`src/rtl/wl_pkg.sv`:
```
package wl_pkg;

    // PHY-side field widths of one lane byte
    localparam int WL_FINE_W      = 5;
    localparam int WL_PHY_GROSS_W = 2;
    localparam int WL_BYTE_W      = 8;

    typedef enum logic [1:0] {
        ST_IDLE,
        ST_SEED,
        ST_RESULT,
        ST_DONE
    } wl_state_e;

    // Gross value the PHY is programmed with for a stored gross g
    function automatic logic [WL_PHY_GROSS_W-1:0] fold_gross(input logic [7:0] g);
        if (g >= 8'd3) begin
            return g[0] ? 2'd1 : 2'd2;
        end
        return g[1:0];
    endfunction

endpackage

```
`src/rtl/wl_delay_store.sv`:
```
module wl_delay_store
    import wl_pkg::*;
#(
    parameter int NUM_DIMMS = 4,
    parameter int NUM_LANES = 9,
    parameter int GROSS_W   = 4,
    localparam int DIMM_W   = $clog2(NUM_DIMMS),
    localparam int LANE_W   = $clog2(NUM_LANES)
) (
    input  logic               clk,
    input  logic               rst_n,
    input  logic               we,
    input  logic [DIMM_W-1:0]  w_dimm,
    input  logic [LANE_W-1:0]  w_lane,
    input  logic [GROSS_W-1:0] w_gross,
    input  logic [WL_FINE_W-1:0] w_fine,
    input  logic [DIMM_W-1:0]  a_dimm,
    input  logic [LANE_W-1:0]  a_lane,
    output logic [GROSS_W-1:0] a_gross,
    output logic [WL_FINE_W-1:0] a_fine,
    input  logic [DIMM_W-1:0]  b_dimm,
    input  logic [LANE_W-1:0]  b_lane,
    output logic [GROSS_W-1:0] b_gross,
    output logic [WL_FINE_W-1:0] b_fine
);

    localparam int ENTRY_W = GROSS_W + WL_FINE_W;
    localparam logic [LANE_W-1:0] LAST_LANE = LANE_W'(NUM_LANES - 1);

    logic [ENTRY_W-1:0] mem_q [NUM_DIMMS][NUM_LANES];
    logic [ENTRY_W-1:0] a_word;
    logic [ENTRY_W-1:0] b_word;

    always_ff @(posedge clk or negedge rst_n) begin
        if (!rst_n) begin
            for (int d = 0; d < NUM_DIMMS; d++) begin
                for (int l = 0; l < NUM_LANES; l++) begin
                    mem_q[d][l] <= '0;
                end
            end
        end else if (we && (w_lane <= LAST_LANE)) begin
            mem_q[w_dimm][w_lane] <= {w_gross, w_fine};
        end
    end

    always_comb begin
        a_word = '0;
        b_word = '0;
        if (a_lane <= LAST_LANE) a_word = mem_q[a_dimm][a_lane];
        if (b_lane <= LAST_LANE) b_word = mem_q[b_dimm][b_lane];
    end

    assign a_gross = a_word[ENTRY_W-1:WL_FINE_W];
    assign a_fine  = a_word[WL_FINE_W-1:0];
    assign b_gross = b_word[ENTRY_W-1:WL_FINE_W];
    assign b_fine  = b_word[WL_FINE_W-1:0];

endmodule

```
`src/rtl/wl_seed_lane.sv`:
```
module wl_seed_lane
    import wl_pkg::*;
#(
    parameter int GROSS_W    = 4,
    parameter int ADJ_OFFSET = 12
) (
    input  logic [GROSS_W-1:0]   st_gross,
    input  logic [WL_FINE_W-1:0] st_fine,
    input  logic                 adj_en,
    output logic [GROSS_W-1:0]   new_gross,
    output logic [WL_FINE_W-1:0] new_fine,
    output logic [WL_BYTE_W-1:0] lane_byte
);

    localparam int COMB_W = GROSS_W + WL_FINE_W;
    localparam logic [COMB_W-1:0] OFS = COMB_W'(ADJ_OFFSET);

    logic [COMB_W-1:0]         comb_in;
    logic [COMB_W-1:0]         comb_out;
    logic [WL_PHY_GROSS_W-1:0] phy_gross;

    always_comb begin
        comb_in  = {st_gross, st_fine};
        comb_out = comb_in;
        if (adj_en) begin
            comb_out = (comb_in > OFS) ? (comb_in - OFS) : '0;
        end
        new_gross = comb_out[COMB_W-1:WL_FINE_W];
        new_fine  = comb_out[WL_FINE_W-1:0];
        phy_gross = fold_gross(8'(new_gross));
        lane_byte = {1'b0, phy_gross, new_fine};
    end

endmodule

```
`src/rtl/wl_result_lane.sv`:
```
module wl_result_lane
    import wl_pkg::*;
#(
    parameter int GROSS_W = 4
) (
    input  logic [GROSS_W-1:0]   seed_gross,
    input  logic [6:0]           trained,
    output logic [GROSS_W-1:0]   new_gross,
    output logic [WL_FINE_W-1:0] new_fine
);

    logic [WL_PHY_GROSS_W-1:0] tr_gross;
    logic [GROSS_W:0]          restored;

    always_comb begin
        tr_gross = trained[6:5];
        new_fine = trained[WL_FINE_W-1:0];
        restored = {1'b0, seed_gross} + (GROSS_W+1)'(tr_gross)
                 - (GROSS_W+1)'(fold_gross(8'(seed_gross)));
        if (seed_gross >= GROSS_W'(3)) begin
            new_gross = restored[GROSS_W] ? '1 : restored[GROSS_W-1:0];
        end else if ((seed_gross == '0) && (tr_gross == 2'd3)) begin
            new_gross = '0;
        end else begin
            new_gross = GROSS_W'(tr_gross);
        end
    end

endmodule

```
`src/rtl/wl_lane_adjuster.sv`:
```
module wl_lane_adjuster
    import wl_pkg::*;
#(
    parameter int NUM_DIMMS  = 4,
    parameter int NUM_LANES  = 9,
    parameter int GROSS_W    = 4,
    parameter int ADJ_OFFSET = 12,
    localparam int DIMM_W    = $clog2(NUM_DIMMS),
    localparam int LANE_W    = $clog2(NUM_LANES)
) (
    input  logic                 clk,
    input  logic                 rst_n,
    input  logic                 wr_en,
    input  logic [DIMM_W-1:0]    wr_dimm,
    input  logic [LANE_W-1:0]    wr_lane,
    input  logic [GROSS_W-1:0]   wr_gross,
    input  logic [WL_FINE_W-1:0] wr_fine,
    input  logic [DIMM_W-1:0]    op_dimm,
    input  logic                 seed_go,
    input  logic                 pass2_adj,
    input  logic                 res_go,
    input  logic [31:0]          res_lo,
    input  logic [31:0]          res_hi,
    input  logic [7:0]           res_ecc,
    input  logic [DIMM_W-1:0]    rd_dimm,
    input  logic [LANE_W-1:0]    rd_lane,
    output logic [GROSS_W-1:0]   rd_gross,
    output logic [WL_FINE_W-1:0] rd_fine,
    output logic [31:0]          seed_lo,
    output logic [31:0]          seed_hi,
    output logic [7:0]           seed_ecc,
    output logic                 busy,
    output logic                 done
);

    localparam logic [LANE_W-1:0] LAST_LANE   = LANE_W'(NUM_LANES - 1);
    localparam logic [LANE_W-1:0] HI_FIRST    = LANE_W'(4);
    localparam logic [LANE_W-1:0] ECC_LANE    = LANE_W'(8);

    wl_state_e state_q, state_d;

    logic [LANE_W-1:0]    lane_q;
    logic [DIMM_W-1:0]    dimm_q;
    logic                 adj_q;
    logic [31:0]          res_lo_q, res_hi_q;
    logic [7:0]           res_ecc_q;
    logic [31:0]          seed_lo_q, seed_hi_q;
    logic [7:0]           seed_ecc_q;

    // storage ports
    logic                 st_we;
    logic [DIMM_W-1:0]    st_w_dimm;
    logic [LANE_W-1:0]    st_w_lane;
    logic [GROSS_W-1:0]   st_w_gross;
    logic [WL_FINE_W-1:0] st_w_fine;
    logic [GROSS_W-1:0]   cur_gross;
    logic [WL_FINE_W-1:0] cur_fine;

    // lane datapath
    logic [GROSS_W-1:0]   sd_gross;
    logic [WL_FINE_W-1:0] sd_fine;
    logic [WL_BYTE_W-1:0] sd_byte;
    logic [GROSS_W-1:0]   rs_gross;
    logic [WL_FINE_W-1:0] rs_fine;
    logic [6:0]           trained;
    logic [4:0]           slot;

    logic                 idle;
    logic                 take_seed;
    logic                 take_res;
    logic                 unused_msbs;

    assign idle      = (state_q == ST_IDLE);
    assign take_seed = idle && seed_go;
    assign take_res  = idle && res_go && !seed_go;
    assign slot      = {lane_q[1:0], 3'b000};

    // ---------------- state register ----------------
    always_ff @(posedge clk or negedge rst_n) begin
        if (!rst_n) state_q <= ST_IDLE;
        else        state_q <= state_d;
    end

    always_comb begin
        state_d = state_q;
        unique case (state_q)
            ST_IDLE: begin
                if (seed_go)     state_d = ST_SEED;
                else if (res_go) state_d = ST_RESULT;
            end
            ST_SEED, ST_RESULT: begin
                if (lane_q == LAST_LANE) state_d = ST_DONE;
            end
            ST_DONE: state_d = ST_IDLE;
            default: state_d = ST_IDLE;
        endcase
    end

    // ---------------- outputs ----------------
    always_comb begin
        busy = (state_q != ST_IDLE);
        done = (state_q == ST_DONE);
    end

    assign seed_lo  = seed_lo_q;
    assign seed_hi  = seed_hi_q;
    assign seed_ecc = seed_ecc_q;

    // ---------------- run registers ----------------
    always_ff @(posedge clk or negedge rst_n) begin
        if (!rst_n) begin
            lane_q     <= '0;
            dimm_q     <= '0;
            adj_q      <= 1'b0;
            res_lo_q   <= '0;
            res_hi_q   <= '0;
            res_ecc_q  <= '0;
            seed_lo_q  <= '0;
            seed_hi_q  <= '0;
            seed_ecc_q <= '0;
        end else begin
            unique case (state_q)
                ST_IDLE: begin
                    lane_q <= '0;
                    if (take_seed) begin
                        dimm_q     <= op_dimm;
                        adj_q      <= pass2_adj;
                        seed_lo_q  <= '0;
                        seed_hi_q  <= '0;
                        seed_ecc_q <= '0;
                    end else if (take_res) begin
                        dimm_q    <= op_dimm;
                        adj_q     <= 1'b0;
                        res_lo_q  <= res_lo;
                        res_hi_q  <= res_hi;
                        res_ecc_q <= res_ecc;
                    end
                end
                ST_SEED: begin
                    if (lane_q < HI_FIRST)       seed_lo_q[slot +: 8] <= sd_byte;
                    else if (lane_q < ECC_LANE)  seed_hi_q[slot +: 8] <= sd_byte;
                    else                         seed_ecc_q           <= sd_byte;
                    lane_q <= lane_q + 1'b1;
                end
                ST_RESULT: lane_q <= lane_q + 1'b1;
                ST_DONE:   lane_q <= '0;
                default:   lane_q <= '0;
            endcase
        end
    end

    // ---------------- trained byte select ----------------
    always_comb begin
        if (lane_q < HI_FIRST)      trained = res_lo_q[slot +: 7];
        else if (lane_q < ECC_LANE) trained = res_hi_q[slot +: 7];
        else                        trained = res_ecc_q[6:0];
    end

    assign unused_msbs = ^{res_lo_q[31], res_lo_q[23], res_lo_q[15], res_lo_q[7],
                           res_hi_q[31], res_hi_q[23], res_hi_q[15], res_hi_q[7],
                           res_ecc_q[7]};

    // ---------------- storage write mux ----------------
    always_comb begin
        st_we      = 1'b0;
        st_w_dimm  = wr_dimm;
        st_w_lane  = wr_lane;
        st_w_gross = wr_gross;
        st_w_fine  = wr_fine;
        unique case (state_q)
            ST_IDLE:   st_we = wr_en;
            ST_SEED: begin
                st_we      = 1'b1;
                st_w_dimm  = dimm_q;
                st_w_lane  = lane_q;
                st_w_gross = sd_gross;
                st_w_fine  = sd_fine;
            end
            ST_RESULT: begin
                st_we      = 1'b1;
                st_w_dimm  = dimm_q;
                st_w_lane  = lane_q;
                st_w_gross = rs_gross;
                st_w_fine  = rs_fine;
            end
            default:   st_we = 1'b0;
        endcase
    end

    wl_delay_store #(
        .NUM_DIMMS (NUM_DIMMS),
        .NUM_LANES (NUM_LANES),
        .GROSS_W   (GROSS_W)
    ) u_store (
        .clk     (clk),
        .rst_n   (rst_n),
        .we      (st_we),
        .w_dimm  (st_w_dimm),
        .w_lane  (st_w_lane),
        .w_gross (st_w_gross),
        .w_fine  (st_w_fine),
        .a_dimm  (rd_dimm),
        .a_lane  (rd_lane),
        .a_gross (rd_gross),
        .a_fine  (rd_fine),
        .b_dimm  (dimm_q),
        .b_lane  (lane_q),
        .b_gross (cur_gross),
        .b_fine  (cur_fine)
    );

    wl_seed_lane #(
        .GROSS_W    (GROSS_W),
        .ADJ_OFFSET (ADJ_OFFSET)
    ) u_seed (
        .st_gross  (cur_gross),
        .st_fine   (cur_fine),
        .adj_en    (adj_q),
        .new_gross (sd_gross),
        .new_fine  (sd_fine),
        .lane_byte (sd_byte)
    );

    wl_result_lane #(
        .GROSS_W (GROSS_W)
    ) u_result (
        .seed_gross (cur_gross),
        .trained    (trained),
        .new_gross  (rs_gross),
        .new_fine   (rs_fine)
    );

endmodule

```
`config.mk`:
```
export PLATFORM = sky130hd
export DESIGN_NAME = wl_lane_adjuster
export DESIGN_NICKNAME = d
export VERILOG_FILES = /design/src/rtl/wl_pkg.sv /design/src/rtl/wl_delay_store.sv /design/src/rtl/wl_seed_lane.sv /design/src/rtl/wl_result_lane.sv /design/src/rtl/wl_lane_adjuster.sv
export SDC_FILE = /design/constraint.sdc
export NUM_CORES = 1
export LEC_CHECK = 0
export BUFFER_PORTS_ARGS = -buffer_cell sky130_fd_sc_hd__buf_2
export CORE_MARGIN = 4
export CORE_UTILIZATION = 60
export DETAILED_ROUTE_END_ITERATION = 16
export PLACE_DENSITY = 0.87
export SYNTH_ARGS = -nofsm -noshare
export SYNTH_HDL_FRONTEND = slang
export SYNTH_HIERARCHICAL = 1
export SYNTH_SLANG_ARGS = --single-unit
export TNS_END_PERCENT = 30
```
`constraint.sdc`:
```
create_clock -name clk -period 6.1 [get_ports clk]
set_clock_uncertainty 0.05 [all_clocks]
set_input_delay 1.525 -clock clk [delete_from_list [all_inputs] [get_ports clk]]
set_output_delay 1.525 -clock clk [all_outputs]
set_load 0.01 [all_outputs]
```
==> reports/metrics.csv <==
stage,metric,value,unit
outcome,outcome,completed,
sta,final-setup-viol-count,0,
global_route,grt-ovfl-total,0,
clock_network,cts_buffers,49,
yosys,synthAdderAreaFrac,0.909,%
yosys,synth-simple-area-share,5.54,%
job,maxCapViolations,0,
yosys,synthArstFlopShare,100,%
clock_network,clk_latency,0.60,ns
sta,clock.fmax,171,MHz
layout,final_layout_size_suffix_gt1_share,47.9,%
detailed_routing,drc,0,
sta,rsz0062_at_grt,false,
setup_path,crit_path_end_kind,flip-flop,
sta,setup_tns,0,ns
floorplan,ios,184,
yosys,synth_top_family_by_area,multiplexers,
global_route,busiest_layer,met2,
sta,worst-slew-pin-transition,1.27,ns
yosys,synth_nets,1947,
clock_network,cts.hold.buffers_added,0,
floorplan,initial_core_util,61.1,%
sta,max_slew_margin,15.4,%
setup_path,crit_path_start_kind,flip-flop,
yosys,synth_top_area_cell,dfrtp_1,
floorplan,die_h,212,um
yosys,syn-instance-count,1829,
setup_path,arrival,6.26,ns
yosys,synth-main-ff-cell,dfrtp_1,
yosys,avgSynthCellArea,13.7,um2
layout,fill_cells,2692,
layout,area_growth,12.3,%
power,leakagePower,12.8,nW
yosys,yosysTopAreaCellShare,46.7,%
power,peakVddDrop,0.000623,V
layout,final_cells,2555,
global_route,grt_pass1_vias,18000,
place,place_congestion,0.994,
detailed_routing,drt_iter0_drc,2166,
yosys,synthesis.area,25100,um2
yosys,synthMuxAreaShare,35.8,%
floorplan,core_area,41000,um2
detailed_routing,drt-vias-per-instance,6.81,
yosys,synth-xor-area-share,0.175,%
sta,drv_slew,0,
global_route,grt_max_degree,126,
global_route,antenna_found_initial,9,
yosys,synthTopCellsByArea,"dfrtp_1, mux2_2, mux4_2, mux2i_1, inv_1",
place,dp_hpwl,47400,um
sta,finalCritPeriodShare,95.7,%
floorplan,dieWidth,212,um
floorplan,die-area,45100,um2
global_route,track_usage,31.0,%
layout,nets,2089,
clock_network,post_cts_buffers,0,
sta,holdWs,0.450,ns
layout,final_cell_mix,"dfrtp_1, mux2_2, buf_2, mux4_2, mux2i_1",
layout,regArea,11700,um2
setup_path,path_class,reg2reg,
global_route,grtUsageMet2,47.8,%
detailed_routing,drt-total-wl,69900,um
setup_path,worstPathMaxFanout,24,
place,io_buffers,174,
clock_network,cts.sinks,468,
power,pwr_density_cell,572,nW/um2
global_route,use_met1,41.9,%
detailed_routing,ant_nets,0,
yosys,yosysUniqueCellTypes,73,
clock_network,htree_num_levels,2,
clock_network,root_buffer,clkbuf_16,
layout,final_common_cell,dfrtp_1,
global_route,grt_pass1_wl,107000,um
detailed_routing,drt_first_pass_iters,5,
detailed_routing,vias,17400,
yosys,synth-seq-cells,468,
clock_network,path_clk_slew,0.06,ns
hold_path,worstHoldPathType,reg2reg,
floorplan,rows,74,
yosys,ys.warnings.count,6,
place,dp_cells,2452,
yosys,synth_compound_area_share,6.49,%
setup_path,required,6.52,ns
sta,finalHoldViolations,0,
layout,multiInputGateArea,12300,um2
detailed_routing,wire_per_inst,27.4,um
clock_network,clockBufferDepth,3,
yosys,synth_edf_count,0,
sta,min_period,5.84,ns
clock_network,cts_tree,done,
global_route,grt_util_met3,7.91,%
yosys,seq_area_frac_synth,46.7,%
[kinds of logic (layout without fill, tap and decap cells)]
group                    Yosys count  in the layout
AND/OR/NAND/NOR                  229            229
other                              1             12
flip-flops                       468            468
multiplexers                     677            677
adder cells (fa/ha/maj)           17             17
AO/OA/AOI/OAI                    204            204
buffers and inverters            228            411
XOR/XNOR                           5              5
[path summary, 6_finish.rpt]
| kind | cells past startpoint | slack, ns | startpoint | endpoint |
|---|---|---|---|---|
| worst max-delay path | 19 | 0.26 | dimm_q[0]$_DFFE_PN0P_ | u_store/mem_q[141]$_DFFE_PN0P_ |
| worst min-delay path | 1 | 0.45 | res_hi_q[24]$_DFFE_PN0P_ | res_hi_q[24]$_DFFE_PN0P_ |
| worst max register to register | 19 | 0.26 | dimm_q[0]$_DFFE_PN0P_ | u_store/mem_q[141]$_DFFE_PN0P_ |
| worst min register to register | 1 | 0.45 | res_hi_q[24]$_DFFE_PN0P_ | res_hi_q[24]$_DFFE_PN0P_ |
| max in group asynchronous | 2 | 3.76 | rst_n | u_store/mem_q[322]$_DFFE_PN0P_ |
| min in group asynchronous | 1 | 0.97 | rst_n | res_lo_q[3]$_DFFE_PN0P_ |
[worst max-delay path, stage by stage (launching register included)]
cell      delay [ns]
dfrtp_4         0.77
buf_4           0.30
mux4_2          0.54
a211oi_1        0.54
o31ai_1         0.26
inv_1           0.19
ha_1            0.21
nand3_1         0.11
nand2_1         0.15
mux2i_1         0.10
fa_1            0.44
inv_1           0.08
ha_1            0.23
a221oi_2        0.26
xnor2_1         0.23
a21oi_1         0.16
a22oi_1         0.29
a21oi_4         0.16
buf_4           0.31
mux2_2          0.29
[sequential cells by signal (all words and copies together) (netlist names)]
name,count
res_hi_q,28
res_lo_q,28
adj_q,1
lane_q,4
dimm_q,2
seed_hi,32
seed_ecc,8
seed_lo,32
state_q,2
res_ecc_q,7
u_store/mem_q,324
[repair_timing]
action	CTS	global route
endpoints found under the setup margin	0	18
hold endpoints to repair	0	0
resized for setup	0	2
[Yosys cell counts (19+ instances only)]
cell type and number:
mux2i_1 108, nor2_1 21, mux4_2 131, a22o_1 34, nor2_2 19, clkbuf_1 54
dfrtp_1 468, a22oi_1 24, nand3_1 39, inv_1 89, nand2_1 43, buf_2 34
buf_4 28, mux2_2 437
[layer usage]
| metal | up-vias | wire [um] |
|---|---|---|
| met5 | - | 0 |
| met4 | 0 | 3650 |
| met3 | 209 | 6770 |
| met2 | 986 | 32600 |
| met1 | 9034 | 26900 |
| li1 | 7182 | - |
[metrics by stage]
step	area [um2]	setup WS, ns	util [%]	power (W)
after floorplan	25100	1.01	-	0.0102
after global placement	26400	0.583	64.3	0.0121
after detailed placement	26400	0.404	64.3	0.0125
after CTS	28100	0.327	68.5	0.0158
after global routing	28100	0.105	68.6	0.0167
final	28100	0.263	68.6	0.0161
[power by group]
| group | internal [W] | leakage (nW) | switching [W] |
|---|---|---|---|
| clock | 0.00195 | 0.853 | 0.00124 |
| sequential | 0.00414 | 6.21 | 0.000853 |
| combinational | 0.00327 | 5.71 | 0.00466 |
| total | 0.00935 | 12.8 | 0.00676 |
[final cells by class]
class / count / area share (%)
antenna: 11 / 0.0978
clock buffer: 79 / 5.37
clock inverter: 13 / 0.778
inverter: 90 / 1.20
multi-input combinational: 1133 / 43.7
sequential: 468 / 41.6
tap: 532 / 2.37
timing repair buffer: 229 / 4.79
Note: power is estimated with default switching activity, not from simulation.
